==> src/rtl/lsq_pkg.sv <==
package lsq_pkg;

  typedef enum logic [1:0] {
    ST_CGS  = 2'd0,
    ST_ILA  = 2'd1,
    ST_DATA = 2'd2
  } lsq_state_e;

  typedef enum logic [1:0] {
    SRC_COMMA  = 2'd0,
    SRC_HFJ    = 2'd1,
    SRC_ILA    = 2'd2,
    SRC_SAMPLE = 2'd3
  } lsq_src_e;

  localparam logic [7:0] K28_5 = 8'hBC;
  localparam logic [7:0] K28_0 = 8'h1C;
  localparam logic [7:0] K28_3 = 8'h7C;
  localparam logic [7:0] K28_4 = 8'h9C;
  localparam logic [7:0] D21_5 = 8'hB5;

  localparam logic [2:0] TM_NORMAL   = 3'b000;
  localparam logic [2:0] TM_HFJ      = 3'b001;
  localparam logic [2:0] TM_COMMA    = 3'b010;
  localparam logic [2:0] TM_ILA_LOOP = 3'b011;

endpackage

==> src/rtl/lsq_mf_counter.sv <==
module lsq_mf_counter #(
  parameter int MF_OCTETS = 32,
  parameter int NUM_MF    = 4,
  localparam int POS_W    = (MF_OCTETS > 1) ? $clog2(MF_OCTETS) : 1,
  localparam int MF_W     = (NUM_MF > 1) ? $clog2(NUM_MF) : 1
) (
  input  logic             clk,
  input  logic             rst_n,
  input  logic             clear,
  input  logic             advance,
  output logic [POS_W-1:0] pos,
  output logic [MF_W-1:0]  mf_idx,
  output logic             mf_last,
  output logic             seq_last
);

  assign mf_last  = (pos == POS_W'(MF_OCTETS - 1));
  assign seq_last = mf_last && (mf_idx == MF_W'(NUM_MF - 1));

  always_ff @(posedge clk) begin
    if (!rst_n || clear) begin
      pos    <= '0;
      mf_idx <= '0;
    end else if (advance) begin
      if (mf_last) begin
        pos    <= '0;
        mf_idx <= (mf_idx == MF_W'(NUM_MF - 1)) ? '0 : mf_idx + MF_W'(1);
      end else begin
        pos <= pos + POS_W'(1);
      end
    end
  end

endmodule

==> src/rtl/lsq_ila_gen.sv <==
module lsq_ila_gen
  import lsq_pkg::*;
#(
  parameter int MF_OCTETS  = 32,
  parameter int CFG_OCTETS = 14,
  parameter int POS_W      = 5,
  parameter int MF_W       = 2,
  localparam int CFG_FIRST = 2,
  localparam int CFG_LAST  = CFG_FIRST + CFG_OCTETS - 1
) (
  input  logic [POS_W-1:0] pos,
  input  logic [MF_W-1:0]  mf_idx,
  output logic [7:0]       octet,
  output logic             is_k
);

  logic cfg_mf;
  assign cfg_mf = (mf_idx == MF_W'(1));

  always_comb begin
    octet = 8'(pos);
    is_k  = 1'b0;
    if (pos == '0) begin
      octet = K28_0;
      is_k  = 1'b1;
    end else if (pos == POS_W'(MF_OCTETS - 1)) begin
      octet = K28_3;
      is_k  = 1'b1;
    end else if (cfg_mf && pos == POS_W'(1)) begin
      octet = K28_4;
      is_k  = 1'b1;
    end else if (cfg_mf && pos >= POS_W'(CFG_FIRST) && pos <= POS_W'(CFG_LAST)) begin
      octet = 8'h00;
    end
  end

endmodule

==> src/rtl/lsq_lane_mux.sv <==
module lsq_lane_mux
  import lsq_pkg::*;
#(
  parameter int LANES = 4,
  localparam int DW   = LANES * 8
) (
  input  lsq_src_e         src,
  input  logic             s_valid,
  input  logic [DW-1:0]    s_data,
  input  logic [7:0]       ila_octet,
  input  logic             ila_k,
  output logic [DW-1:0]    tx_data,
  output logic [LANES-1:0] tx_is_ctrl
);

  for (genvar g = 0; g < LANES; g++) begin : g_lane
    always_comb begin
      case (src)
        SRC_COMMA: begin
          tx_data[g*8 +: 8] = K28_5;
          tx_is_ctrl[g]     = 1'b1;
        end
        SRC_HFJ: begin
          tx_data[g*8 +: 8] = D21_5;
          tx_is_ctrl[g]     = 1'b0;
        end
        SRC_ILA: begin
          tx_data[g*8 +: 8] = ila_octet;
          tx_is_ctrl[g]     = ila_k;
        end
        default: begin
          tx_data[g*8 +: 8] = s_valid ? s_data[g*8 +: 8] : 8'h00;
          tx_is_ctrl[g]     = 1'b0;
        end
      endcase
    end
  end

endmodule

==> src/rtl/lane_link_sequencer.sv <==
module lane_link_sequencer
  import lsq_pkg::*;
#(
  parameter int LANES            = 4,
  parameter int OCTETS_PER_FRAME = 2,
  parameter int FRAMES_PER_MF    = 16,
  parameter int ILA_MULTIFRAMES  = 4,
  parameter int CFG_OCTETS       = 14,
  localparam int DW        = LANES * 8,
  localparam int MF_OCTETS = OCTETS_PER_FRAME * FRAMES_PER_MF,
  localparam int POS_W     = (MF_OCTETS > 1) ? $clog2(MF_OCTETS) : 1,
  localparam int MF_W      = (ILA_MULTIFRAMES > 1) ? $clog2(ILA_MULTIFRAMES) : 1
) (
  input  logic             clk,
  input  logic             rst_n,
  input  logic             sync_n,
  input  logic [2:0]       test_mode,
  input  logic             s_valid,
  output logic             s_ready,
  input  logic [DW-1:0]    s_data,
  output logic [DW-1:0]    tx_data,
  output logic [LANES-1:0] tx_is_ctrl,
  output logic             tx_somf
);

  initial begin
    if (MF_OCTETS < CFG_OCTETS + 3)
      $error("multiframe too short for configuration octets");
    if (ILA_MULTIFRAMES < 2)
      $error("alignment needs at least two multiframes");
  end

  lsq_state_e       state_q, state_d;
  logic [POS_W-1:0] pos;
  logic [MF_W-1:0]  mf_idx;
  logic             mf_last, seq_last;
  logic             cnt_clear;
  logic             mode_hfj, mode_comma, mode_loop;
  lsq_src_e         src;
  logic [7:0]       ila_octet;
  logic             ila_k;

  assign mode_hfj   = (test_mode == TM_HFJ);
  assign mode_comma = (test_mode == TM_COMMA);
  assign mode_loop  = (test_mode == TM_ILA_LOOP);

  always_comb begin
    state_d = state_q;
    if (!sync_n) begin
      state_d = ST_CGS;
    end else begin
      case (state_q)
        ST_CGS:  state_d = ST_ILA;
        ST_ILA:  if (seq_last && !mode_loop) state_d = ST_DATA;
        ST_DATA: if (mf_last && mode_loop) state_d = ST_ILA;
        default: state_d = ST_CGS;
      endcase
    end
  end

  always_ff @(posedge clk) begin
    if (!rst_n) state_q <= ST_CGS;
    else        state_q <= state_d;
  end

  assign cnt_clear = (state_d == ST_CGS) ||
                     (state_q == ST_DATA && state_d == ST_ILA);

  lsq_mf_counter #(
    .MF_OCTETS (MF_OCTETS),
    .NUM_MF    (ILA_MULTIFRAMES)
  ) u_cnt (
    .clk      (clk),
    .rst_n    (rst_n),
    .clear    (cnt_clear),
    .advance  (state_q != ST_CGS),
    .pos      (pos),
    .mf_idx   (mf_idx),
    .mf_last  (mf_last),
    .seq_last (seq_last)
  );

  lsq_ila_gen #(
    .MF_OCTETS  (MF_OCTETS),
    .CFG_OCTETS (CFG_OCTETS),
    .POS_W      (POS_W),
    .MF_W       (MF_W)
  ) u_ila (
    .pos    (pos),
    .mf_idx (mf_idx),
    .octet  (ila_octet),
    .is_k   (ila_k)
  );

  always_comb begin
    if (mode_hfj)        src = SRC_HFJ;
    else if (mode_comma) src = SRC_COMMA;
    else begin
      case (state_q)
        ST_ILA:  src = SRC_ILA;
        ST_DATA: src = SRC_SAMPLE;
        default: src = SRC_COMMA;
      endcase
    end
  end

  lsq_lane_mux #(.LANES(LANES)) u_mux (
    .src        (src),
    .s_valid    (s_valid),
    .s_data     (s_data),
    .ila_octet  (ila_octet),
    .ila_k      (ila_k),
    .tx_data    (tx_data),
    .tx_is_ctrl (tx_is_ctrl)
  );

  assign s_ready = (src == SRC_SAMPLE);
  assign tx_somf = (state_q != ST_CGS) && (pos == '0);

endmodule

==> config.mk <==
export PLATFORM = sky130hd
export DESIGN_NAME = lane_link_sequencer
export DESIGN_NICKNAME = d
export VERILOG_FILES = /design/src/rtl/lsq_pkg.sv /design/src/rtl/lsq_mf_counter.sv /design/src/rtl/lsq_ila_gen.sv /design/src/rtl/lsq_lane_mux.sv /design/src/rtl/lane_link_sequencer.sv
export SDC_FILE = /design/constraint.sdc
export NUM_CORES = 1
export LEC_CHECK = 0
export ABC_AREA = 1
export CORE_UTILIZATION = 55
export DETAILED_ROUTE_END_ITERATION = 10
export DONT_BUFFER_PORTS = 1
export GPL_ROUTABILITY_DRIVEN = 0
export GPL_TIMING_DRIVEN = 0
export MAX_ROUTING_LAYER = met4
export PLACE_DENSITY_LB_ADDON = 0.12
export SYNTH_ARGS = -nofsm -noshare
export SYNTH_HDL_FRONTEND = slang
export SYNTH_SLANG_ARGS = --single-unit
==> constraint.sdc <==
create_clock -name clk -period 3.3 [get_ports clk]
set_clock_uncertainty 0.15 [all_clocks]
set_input_delay 0.66 -clock clk [delete_from_list [all_inputs] [get_ports clk]]
set_output_delay 0.66 -clock clk [all_outputs]
set_load 0.02 [all_outputs]
# After elaboration in Yosys (flattened, before gate mapping)
# Cells that the tools add are included.
[word_totals]
out_inout_bits = 38
ff_bits = 9
input_bits = 39
wordCells = 63
[op_classes]
n_addsub = 2
order_cmp = 2
mux = 25
n_reduce_logical = 18
n_eq_ne = 13
[ops]
columns = ["cell", "count"]
rows = [
  ["$pmux W8 S3", 4],
  ["$mux W8", 7],
  ["$mux W2", 6],
  ["$mux W5", 2],
  ["$eq A2 B1 Y1 const B", 4],
  ["$eq A2 B2 Y1 const B", 4],
  ["$logic_and A1 B1 Y1", 8],
  ["$eq A3 B2 Y1 const B", 2],
  ["$logic_not A2 Y1", 3],
  ["$pmux W2 S3", 1],
  ["$add A5 B1 Y5 const B", 1],
  ["$eq A5 B1 Y1 const B", 1],
  ["$eq A5 B5 Y1 const B", 1],
  ["$ge A5 B2 Y1 const B", 1],
  ["$le A5 B4 Y1 const B", 1],
  ["$logic_not A5 Y1", 1],
  ["$pmux W2 S2", 1],
  ["$eq A3 B1 Y1 const B", 1],
  ["$mux W1", 3],
  ["$add A2 B1 Y2 const B", 1],
  ["$logic_not A1 Y1", 2],
  ["$logic_or A1 B1 Y1", 2],
  ["$pmux W1 S2", 1],
  ["$reduce_and A2 Y1", 1],
  ["$reduce_bool A2 Y1", 1],
]

# Logic depth before layout (Yosys ltp)
# Gate-level depths: netlist of run 1.
[logic_depth]
depth_word = 10
mapped_depth = 11
mapped_depth_nobuf = 11

# Hierarchy
# A second synthesis of run 1 with hierarchy kept.
[unflattened]
hier_cells = 288
hier_area_um2 = 1456.4
[by_module_without_submodules]
columns = ["mod", "seq_area_each_um2", "area_per_inst_um2", "n_inst", "cells_per_inst"]
rows = [
  ["lsq_lane_mux", 0.0, 663.1, 1, 162],
  ["lsq_mf_counter", 140.1, 384.1, 1, 51],
  ["lane_link_sequencer", 40.0, 262.8, 1, 46],
  ["lsq_ila_gen", 0.0, 146.4, 1, 29],
]

# Least setup slack after synthesis of run 1
# OpenSTA, ideal clock, no wires.
[synth_timing]
kind = "register to output"
start = "register u_cnt.pos[1]"
end = "output tx_is_ctrl[1]"
slack_ns = 0.791
n_path_buf = 1
required_ns = 2.490
t_arrival_ns = 1.699
stages_incl_launch_ff = 10
cell_sequence = "dfxtp_1 -> ha_1 -> nand2_1 -> nor2_1 -> ha_1 -> inv_1 -> nand3_1 -> o21ai_2 -> inv_1 -> buf_4"
[synth_via]
elab_chain_cells = 6
word_cells_on_any_way = 8
cone_classes = "2 x eq/ne; 4 x mux; 2 x reduce/logical"
[synth_rtl]
columns = ["element", "line_no", "rtl"]
rows = [
  ["start: declaration", "lsq_mf_counter.sv:11", "output logic [POS_W-1:0] pos,"],
  ["start signal: assignment", "lsq_mf_counter.sv:29", "pos <= pos + POS_W'(1);"],
  ["$eq A5 B1 Y1", "lsq_ila_gen.sv:29", "end else if (cfg_mf && pos == POS_W'(1)) begin"],
  ["$logic_and A1 B1 Y1", "lsq_ila_gen.sv:29", ""],
  ["$mux W1", "lsq_ila_gen.sv:29", ""],
  ["$mux W1", "lsq_ila_gen.sv:26", "end else if (pos == POS_W'(MF_OCTETS - 1)) begin"],
  ["$mux W1 (*)", "lsq_ila_gen.sv:23", "if (pos == '0) begin"],
  ["$pmux W1 S2 (*)", "-", ""],
  ["end: declaration", "lane_link_sequencer.sv:22", "output logic [LANES-1:0] tx_is_ctrl,"],
]
# Every way passes the cells marked *; elsewhere a longest branch is shown, timed or not.

# Final worst setup path of run 1
[layout_timing]
start = "register u_cnt.pos[1]"
end = "output tx_is_ctrl[3]"
# The elaborated chain is that of the path after synthesis.

==> run metrics, run 1 <==
status=completed; Synth cell types=27; Worst path slowest cell=dfxtp_1; root buffer cell=clkbuf_4; reg2reg path depth=10; Ant. Diodes=0; Total GRT Usage=22.3%; total CTS buffers=3; worst path required time=2490 ps; #FFs+latches synth=9; hold path startpoint=rst_n; Via density=5.42; crit path launch type=flop; vias in the first global route=1042; max-slew violations=0; Combinational Power Share=26.2%; Reg clk slew, reported paths=60 ps; max-cap violation count=0; internal power=0.173 mW; Starting Density=60.7%; CP top delay family=buffers and inverters; Hold Crit Depth=2; drt wl/cell=11.5 um; area added between synthesis and finish=4.89%; H-tree depth=1; FMAX=328 MHz; vias=1268; PostCTS Resize Cnt=0; final-report hold violation count=0; switching share of total power=33.6%; crit end category=output pin; Max Root-Sink Buffers=2; DIE WIDTH=49.2 um; Synth top area share=19.3%; DRT iter0 DRCs=51; Synth Net Count=255; Die Span Y=49.2 um; postcts setup bufs=0; worst hold endpoint=state_q[0]; Die Area=2420 um2; critical path arrival=2240 ps; CP Cell Sequence=ha_1 -> nand2_1 -> nor2_1 -> ha_1 -> inv_1 -> nand3_1 -> o21ai_2 -> inv_1 -> buf_4; setup violators final=0; Switch Pwr=0.0878 mW; CTS tree=done; layout cells sized above 1=10.1%; Synth Cell Area=1230 um2; P_leak=0.628 nW; CTS Hold Buffers Added=0; Slew @ Worst Pin=456 ps; Sequential Power Share=42.9%; fin crit period=3050 ps; register area share after synthesis=14.7%; Power Density=203 nW/um2; final setup TNS=0 ps; Detailed Place HPWL=2.29 mm; GRT overflow=0; dominant cells by area after synthesis=nand2_1, dfxtp_1, ha_1, nand3_1, inv_1; Ports=77; max incr delay on CP=450 ps; initial antenna violation count=0; first-pass GRT wire length=4.15 mm; Worst Slack Setup Final=254 ps; I/O Buffers=0; synthesis warning total=0; VDD IR max=0.000231 V; final wirelength=2.69 mm; # clock sinks=9; maximum number of pins on one net before global-route repair=11; Syn Area/Cell=6.05 um2; clock share of power=30.9%; worst flop-to-flop path startpoint=u_cnt.pos[1]; core area=2020 um2; R2R Setup Slk=1010 ps; CP Buf/Inv Count=3; Place WS=523 ps; Setup CP Type=reg -> out; Initial DRT Pass Iterations=4; Max Fanout on Critical Path=7; drt drc=0; Worst Hold Class=in -> reg; RSZ-0062 raised after global routing=no; area leader, netlist=nand2_1; synthesized instance count=203; Tcrit/Tclk final=92.3%; slew margin rel.=69.2%; nets=260; Post-DRT Antenna Nets=0; reg2reg end=u_cnt.pos[2]; Row Count=16; Clock Latency Late Sink=260 ps
kinds of logic (layout without fill, tap and decap cells):
kind of cell | count (synthesis) | after routing | share of synthesized area (%)
buf+inv | 37 | 41 | 14.5
fa+ha+maj | 13 | 13 | 13.3
mux | 2 | 2 | 1.73
flops | 9 | 9 | 14.7
simple gates | 120 | 120 | 45.1
compound gates | 22 | 22 | 10.8
worst max-delay path by stage:
stage	startpoint	end	slack [ps]	cells after the start
floorplan	u_cnt.pos[1]	tx_is_ctrl[1]	790	9
global placement	u_cnt.pos[1]	tx_is_ctrl[1]	560	9
detailed placement	u_cnt.pos[1]	tx_is_ctrl[2]	520	9
CTS	u_cnt.pos[1]	tx_is_ctrl[2]	230	9
global route	u_cnt.pos[1]	tx_is_ctrl[3]	5	9
finish	u_cnt.pos[1]	tx_is_ctrl[3]	250	9
routing by layer:
metal / part of all wire [%] / wire [um] / vias to the layer above / global-route usage [%]
li1: - / - / 658 / -
met1: 40 / 1090 / 547 / 21.3
met2: 51 / 1380 / 58 / 43.4
met3: 6.6 / 177 / 5 / 2.80
met4: 1.6 / 44 / 0 / 10.3
met5: 0 / 0 / - / -
cells in the final DEF, fill, tap and decap left out, drive strengths merged:
cell type   n
mux2i       1
nand3      33
buf         7
nor3        1
nand4       3
a21oi      12
inv        28
nand2      66
o21bai      1
ha         13
nand3b      1
nor4        1
clkbuf      5
dfxtp       9
clkinv      1
o21ai       8
nor2       15
a31oi       1
mux2        1
cell usage after synthesis:
master,count
nand2_2,1
o21ai_2,1
a21oi_1,12
nor2_8,1
inv_2,1
dfxtp_1,9
nand4_1,3
mux2i_1,1
nor4_1,1
o21bai_1,1
buf_6,3
nand3_2,1
nand2_1,63
nand3_1,32
clkbuf_1,1
mux2_2,1
nand3b_1,1
a31oi_4,1
buf_4,4
inv_1,27
o21ai_0,7
nor2_1,13
clkinv_2,1
nor3_1,1
nor2_4,1
nand2_4,2
ha_1,13
power groups by stage:
stage / clock (mW) / combinational (mW) / sequential [mW]
final: 0.0806 / 0.0686 / 0.112
after global placement: 0 / 0.0678 / 0.114
after floorplan: 0 / 0.0614 / 0.114
after CTS: 0.0843 / 0.0688 / 0.112
after detailed placement: 0 / 0.0686 / 0.114
after global routing: 0.0946 / 0.0744 / 0.112
state kept, by name (all words and copies together), names as in the netlist:
register      cells
u_cnt.mf_idx      2
state_q           2
u_cnt.pos         5
metrics by stage:
step	hold WS [ps]	power, mW	instances	util (%)	area (um2)
after global placement	391	0.182	230	62.4	1260
after floorplan	376	0.175	203	-	1230
after global routing	415	0.281	234	63.7	1290
final	426	0.261	234	63.7	1290
after detailed placement	426	0.183	230	62.4	1260
after CTS	423	0.265	234	63.7	1290
final cells by class:
cell class / count / area [um2]
plain buffers: 8 / 67.6
well taps: 27 / 33.8
clock buffers: 4 / 26.3
multi-input cells: 157 / 870
inverters: 29 / 110
fillers: 196 / 734
flip-flops and latches: 9 / 180
Note: power is estimated with default switching activity, not from simulation.
==> run 2, diff against run 1 <==
==> constraint.sdc (replaced) <==
create_clock -name clk -period 3.3 [get_ports clk]
set_clock_uncertainty 0.15 [all_clocks]
set_input_delay 0.825 -clock clk [delete_from_list [all_inputs] [get_ports clk]]
set_output_delay 0.825 -clock clk [all_outputs]
set_load 0.02 [all_outputs]
==> run 2 against run 1 <==
Net effect: largest power group unchanged; critical path type unchanged; critical endpoint is now tx_data[28]; global-route usage is the same; hold slack better by 1.5 ps; cell area is 0.39% higher; via count is 1.7% lower; combinational power about the same; fmax is 0.57% lower; first-iteration DRC count shrank 18%; sequential share of layout area decreased by 0.054 points; sequential cell count stayed put; clock-buffer cell count did not move; sequential power is essentially flat; largest cell class unchanged.
==> run metrics, run 2 (same netlist as run 1, synthesis figures left out) <==
drt drc=0; Clock Latency Late Sink=260 ps; Via density=5.32; Tcrit/Tclk final=92.8%; area added between synthesis and finish=5.30%; biggest regs=u_cnt.pos (5), state_q (2), u_cnt.mf_idx (2); layout cells sized above 1=11.6%; first-pass GRT wire length=4.15 mm; area of the multi-input gates=875 um2; Ports=77; DRT iter0 DRCs=42; Post-DRT Antenna Nets=0; switching share of total power=33.7%; Ant. Diodes=0; fin crit period=3060 ps; Detailed Place HPWL=2.29 mm; Worst Slack Setup Final=237 ps; commonest non-fill, non-tap cells in the layout=nand2_1, nand3_1, inv_1; I/O Buffers=0; vias=1246; setup violators final=0; Combinational Power Share=26.3%; max-cap violation count=0; drt wl/cell=11.5 um; Total GRT Usage=22.3%; Initial DRT Pass Iterations=4; core area=2020 um2; P_leak=0.624 nW; Die Area=2420 um2; Starting Density=60.7%; final setup TNS=0 ps; critical path arrival=2090 ps; slew margin rel.=69.2%; Max Fanout on Critical Path=7; postcts setup bufs=0; root buffer cell=clkbuf_4; CTS tree=done; Switch Pwr=0.0881 mW; Reg clk slew, reported paths=60 ps; VDD IR max=0.000231 V; status=completed; vias in the first global route=1042; Sequential Power Share=42.9%; Worst Hold Class=reg -> reg; total CTS buffers=3; nets=260; initial antenna violation count=0; max-slew violations=0; # clock sinks=9; Place WS=358 ps; most common cell after layout, fill and taps aside=nand2_1; register area=180 um2; number of flip-flops under the largest register name=5; Slew @ Worst Pin=457 ps; final wirelength=2.70 mm; Biggest register=u_cnt.pos; maximum number of pins on one net before global-route repair=11; Row Count=16; final-report hold violation count=0; RSZ-0062 raised after global routing=no; crit end category=output pin; GRT overflow=0; H-tree depth=1; total power=0.262 mW; Die Span Y=49.2 um; clock share of power=30.8%; internal power=0.173 mW; crit path launch type=flop; fill cell count=196; Max Root-Sink Buffers=2; Power Density=202 nW/um2; FMAX=326 MHz; DIE WIDTH=49.2 um; worst path required time=2320 ps; Setup CP Type=reg -> out
## run 2: cell count changes in the layout (fill, tap and decap cells not counted)
cell,delta
ha_2,+1
nor2_1,-1
inv_2,+1
nor2_2,+1
ha_1,-1
inv_1,-1
## run 2: critical path: stages (launching register included)
cell and delay (ps):
dfxtp_1 460, ha_1 210, nand2_1 100, nor2_2 150
ha_2 240, inv_1 60, nand3_1 170, inv_1 80
nand2_1 60, nand2_1 90, nand3_1 220
## run 2: final timing paths
| check | start | to | slack [ps] | cells after the start |
|---|---|---|---|---|
| max | u_cnt.pos[1] | tx_data[28] | 240 | 10 |
| min | u_cnt.mf_idx[1] | u_cnt.mf_idx[1] | 430 | 4 |
| max reg2reg | u_cnt.pos[1] | u_cnt.pos[2] | 1040 | 10 |
| min reg2reg | u_cnt.mf_idx[1] | u_cnt.mf_idx[1] | 430 | 4 |
## run 2: through the flow
| stage | cell area, um2 | std cells | hold slack, ps | util [%] |
|---|---|---|---|---|
| floorplan | 1230 | 203 | 376 | - |
| global placement | 1260 | 230 | 391 | 62.4 |
| detailed placement | 1260 | 230 | 426 | 62.4 |
| CTS | 1290 | 234 | 436 | 63.7 |
| global route | 1290 | 234 | 470 | 63.9 |
| finish | 1290 | 234 | 427 | 63.9 |
## run 2: final cells by class
cell class | instances | share of cell area, %
flip-flops and latches | 9 | 13.9
inverters | 29 | 8.52
well taps | 27 | 2.61
clock buffers | 4 | 2.03
multi-input cells | 157 | 67.7
plain buffers | 8 | 5.23
## run 2: repair_timing
item | 4_1_cts | 5_1_grt
hold buffers | 0 | 0
setup endpoints to repair | 0 | 19
resized for setup | 0 | 3
## run 2: metal layers
layer	share of wire, %	GRT usage (%)	vias up
li1	-	-	659
met1	41	21.3	532
met2	50	43.4	50
met3	6.5	2.80	5
met4	1.6	10.3	0
met5	0	-	-
## run 2: power groups by stage
stage,Sequential [mW],Combinational (mW),Clock [mW]
finish,0.112,0.0688,0.0807
global route,0.112,0.0746,0.0946
CTS,0.112,0.0688,0.0843
detailed placement,0.114,0.0686,0
global placement,0.114,0.0678,0
floorplan,0.114,0.0614,0
==> run 3, diff against run 2 <==
ABC_AREA = unset   (was 1)
==> run 3 against run 2 <==
Net effect: hold slack got worse by 12 ps; sequential power is essentially flat; global-route usage rose by 3.8 points; cell area up 7.5%; core utilization grew 4.8 points; register-to-register slack about the same; total power increased by 5.4%; first-iteration DRC count increased by 21%; sequential cell count is the same; synthesized area decreased by 0.82%; synthesized cell count shrank 15%; routed wire length is 22% higher.
==> run metrics, run 3 <==
synthesis warning total=0; initial antenna violation count=0; max-cap violation count=0; nets=233; Slew @ Worst Pin=431 ps; Synth top area share=14.8%; Die Area=2410 um2; Detailed Place HPWL=2.39 mm; CTS Hold Buffers Added=0; CTS tree=done; critical path arrival=2260 ps; ys flop type=dfxtp_1; drt drc=0; VDD IR max=0.000206 V; root buffer cell=clkbuf_4; fin area=1390 um2; #FFs+latches synth=9; Starting Density=60.2%; maximum number of pins on one net before global-route repair=11; worst path required time=2320 ps; most common cell after layout, fill and taps aside=nand2_1; CP Cell Sequence=ha_1 -> and3_4 -> ha_2 -> nand2b_1 -> o311ai_4 -> o211ai_1 -> nand4_1; Synth Net Count=225; area added between synthesis and finish=14.1%; most frequent cells after synthesis=nand2_1, a21o_1, ha_1; Syn Area/Cell=7.04 um2; most numerous cell in the Yosys netlist=nand2_1; layout cells sized above 1=20.0%; Layout Cells excl Fill=207; number of flip-flops under the largest register name=5; GRT overflow=0; commonest non-fill, non-tap cells in the layout=nand2_1, a21o_1, nor2_1, ha_1, inv_1; final wirelength=3.29 mm; reg2reg path depth=7; Max Fanout on Critical Path=7; DRT iter0 DRCs=51; Synth async-reset ratio=0%; max incr delay on CP=390 ps; FMAX=309 MHz; area leader, netlist=dfxtp_1; DIE WIDTH=49.0 um; register area share after synthesis=14.8%; core area=2020 um2; I/O Buffers=0; Biggest register=u_cnt.pos; final-report hold violation count=0; Placed Cells=200; Post-synth EDFFs=0; fill cell count=176; H-tree depth=1; Ant. Diodes=0; max-slew violations=0; Power Density=198 nW/um2; Worst Hold Class=reg -> reg; first-pass GRT wire length=4.76 mm; setup violators final=0; fin crit period=3240 ps; drt wl/cell=15.9 um; total power=0.276 mW; Hold Crit Depth=2; Reg clk slew, reported paths=60 ps; Total GRT Usage=26.1%; crit path launch type=flop; Clock Latency Late Sink=270 ps; dominant cells by area after synthesis=dfxtp_1, ha_1, nand2_1, a21o_1, nand3_1; crit end category=output pin; Worst path slowest cell=dfxtp_4; total CTS buffers=3; synthesized instance count=173; Setup CP Type=reg -> out; Post-DRT Antenna Nets=0; Area after DPL=1250 um2; Die Span Y=49.0 um; slew margin rel.=71.1%; CP Buf/Inv Count=0; biggest regs=u_cnt.pos (5), state_q (2), u_cnt.mf_idx (2); CP Depth=7; P_leak=0.569 nW; Row Count=16; # clock sinks=9; CP top delay family=simple AND/OR/NAND/NOR gates; Initial DRT Pass Iterations=4; Tcrit/Tclk final=98.1%; vias=1295; vias in the first global route=1087; Ports=77; Max Root-Sink Buffers=2; status=completed; Synth Cell Area=1220 um2; Via density=6.26; Synth cell types=45
==> run 3: repair_timing <==
action                                  4_1_cts  5_1_grt
endpoints found under the hold margin         0        0
resized for setup                             7       17
endpoints found under the setup margin       24       34
buffers inserted                              0        3
pin swaps                                     0        6
==> run 3: area by class of cell <==
cell class	instances	area (um2)	area share [%]
timing repair buffer	3	22.5	1.62
tap	27	33.8	2.43
inverter	10	37.5	2.70
sequential	9	189	13.6
buffer	10	56.3	4.05
multi-input combinational	144	1020	73.7
clock buffer	4	26.3	1.89
==> run 3: worst register-to-register path, stage by stage, from the launching register on <==
cell and delay [ps]:
dfxtp_4 370, ha_1 230, and3_4 210, ha_1 270
nand2_1 140, o221ai_1 180, a221oi_4 460, nor3_1 130
==> run 3: per-layer routing <==
| metal | global-route usage, % | routed length, um |
|---|---|---|
| met1 | 31.7 | 1390 |
| met2 | 42.6 | 1680 |
| met3 | 5.30 | 207 |
| met4 | 9.31 | 12 |
| met5 | - | 0 |
==> run 3: final timing paths <==
kind | from | slack [ps] | end
setup / recovery | u_cnt.pos[0] | 60 | tx_data[26]
hold / removal | u_cnt.mf_idx[1] | 420 | u_cnt.mf_idx[1]
setup reg to reg | u_cnt.pos[0] | 1050 | u_cnt.mf_idx[0]
hold reg to reg | u_cnt.mf_idx[1] | 420 | u_cnt.mf_idx[1]
==> run 3: power by group <==
group	switching, mW	internal (mW)
Sequential	0.00206	0.109
Combinational	0.0512	0.0247
Clock	0.0423	0.0468
Total	0.0955	0.180
==> run 3: logic make-up after synthesis <==
| kind of cell | Yosys count | share of synthesized area, % |
|---|---|---|
| buffers and inverters | 20 | 7.61 |
| adders and majority gates | 13 | 13.4 |
| muxes | 1 | 0.822 |
| AOI/OAI and AO/OA | 47 | 30.7 |
| and+or+nand+nor | 82 | 32.0 |
| xor gates and xnor gates | 1 | 0.720 |
| DFF | 9 | 14.8 |
==> run 3: per-stage QoR <==
| step | hold slack [ps] | utilization (%) | setup WS [ps] | setup TNS, ps |
|---|---|---|---|---|
| after floorplan | 380 | - | 239 | 0 |
| after global placement | 393 | 61.9 | 2.34 | 0 |
| after detailed placement | 416 | 61.9 | -60.3 | -180 |
| after CTS | 424 | 64.9 | -41.8 | -287 |
| after global routing | 450 | 68.7 | -13.7 | -37.1 |
| final | 415 | 68.7 | 64.2 | 0 |
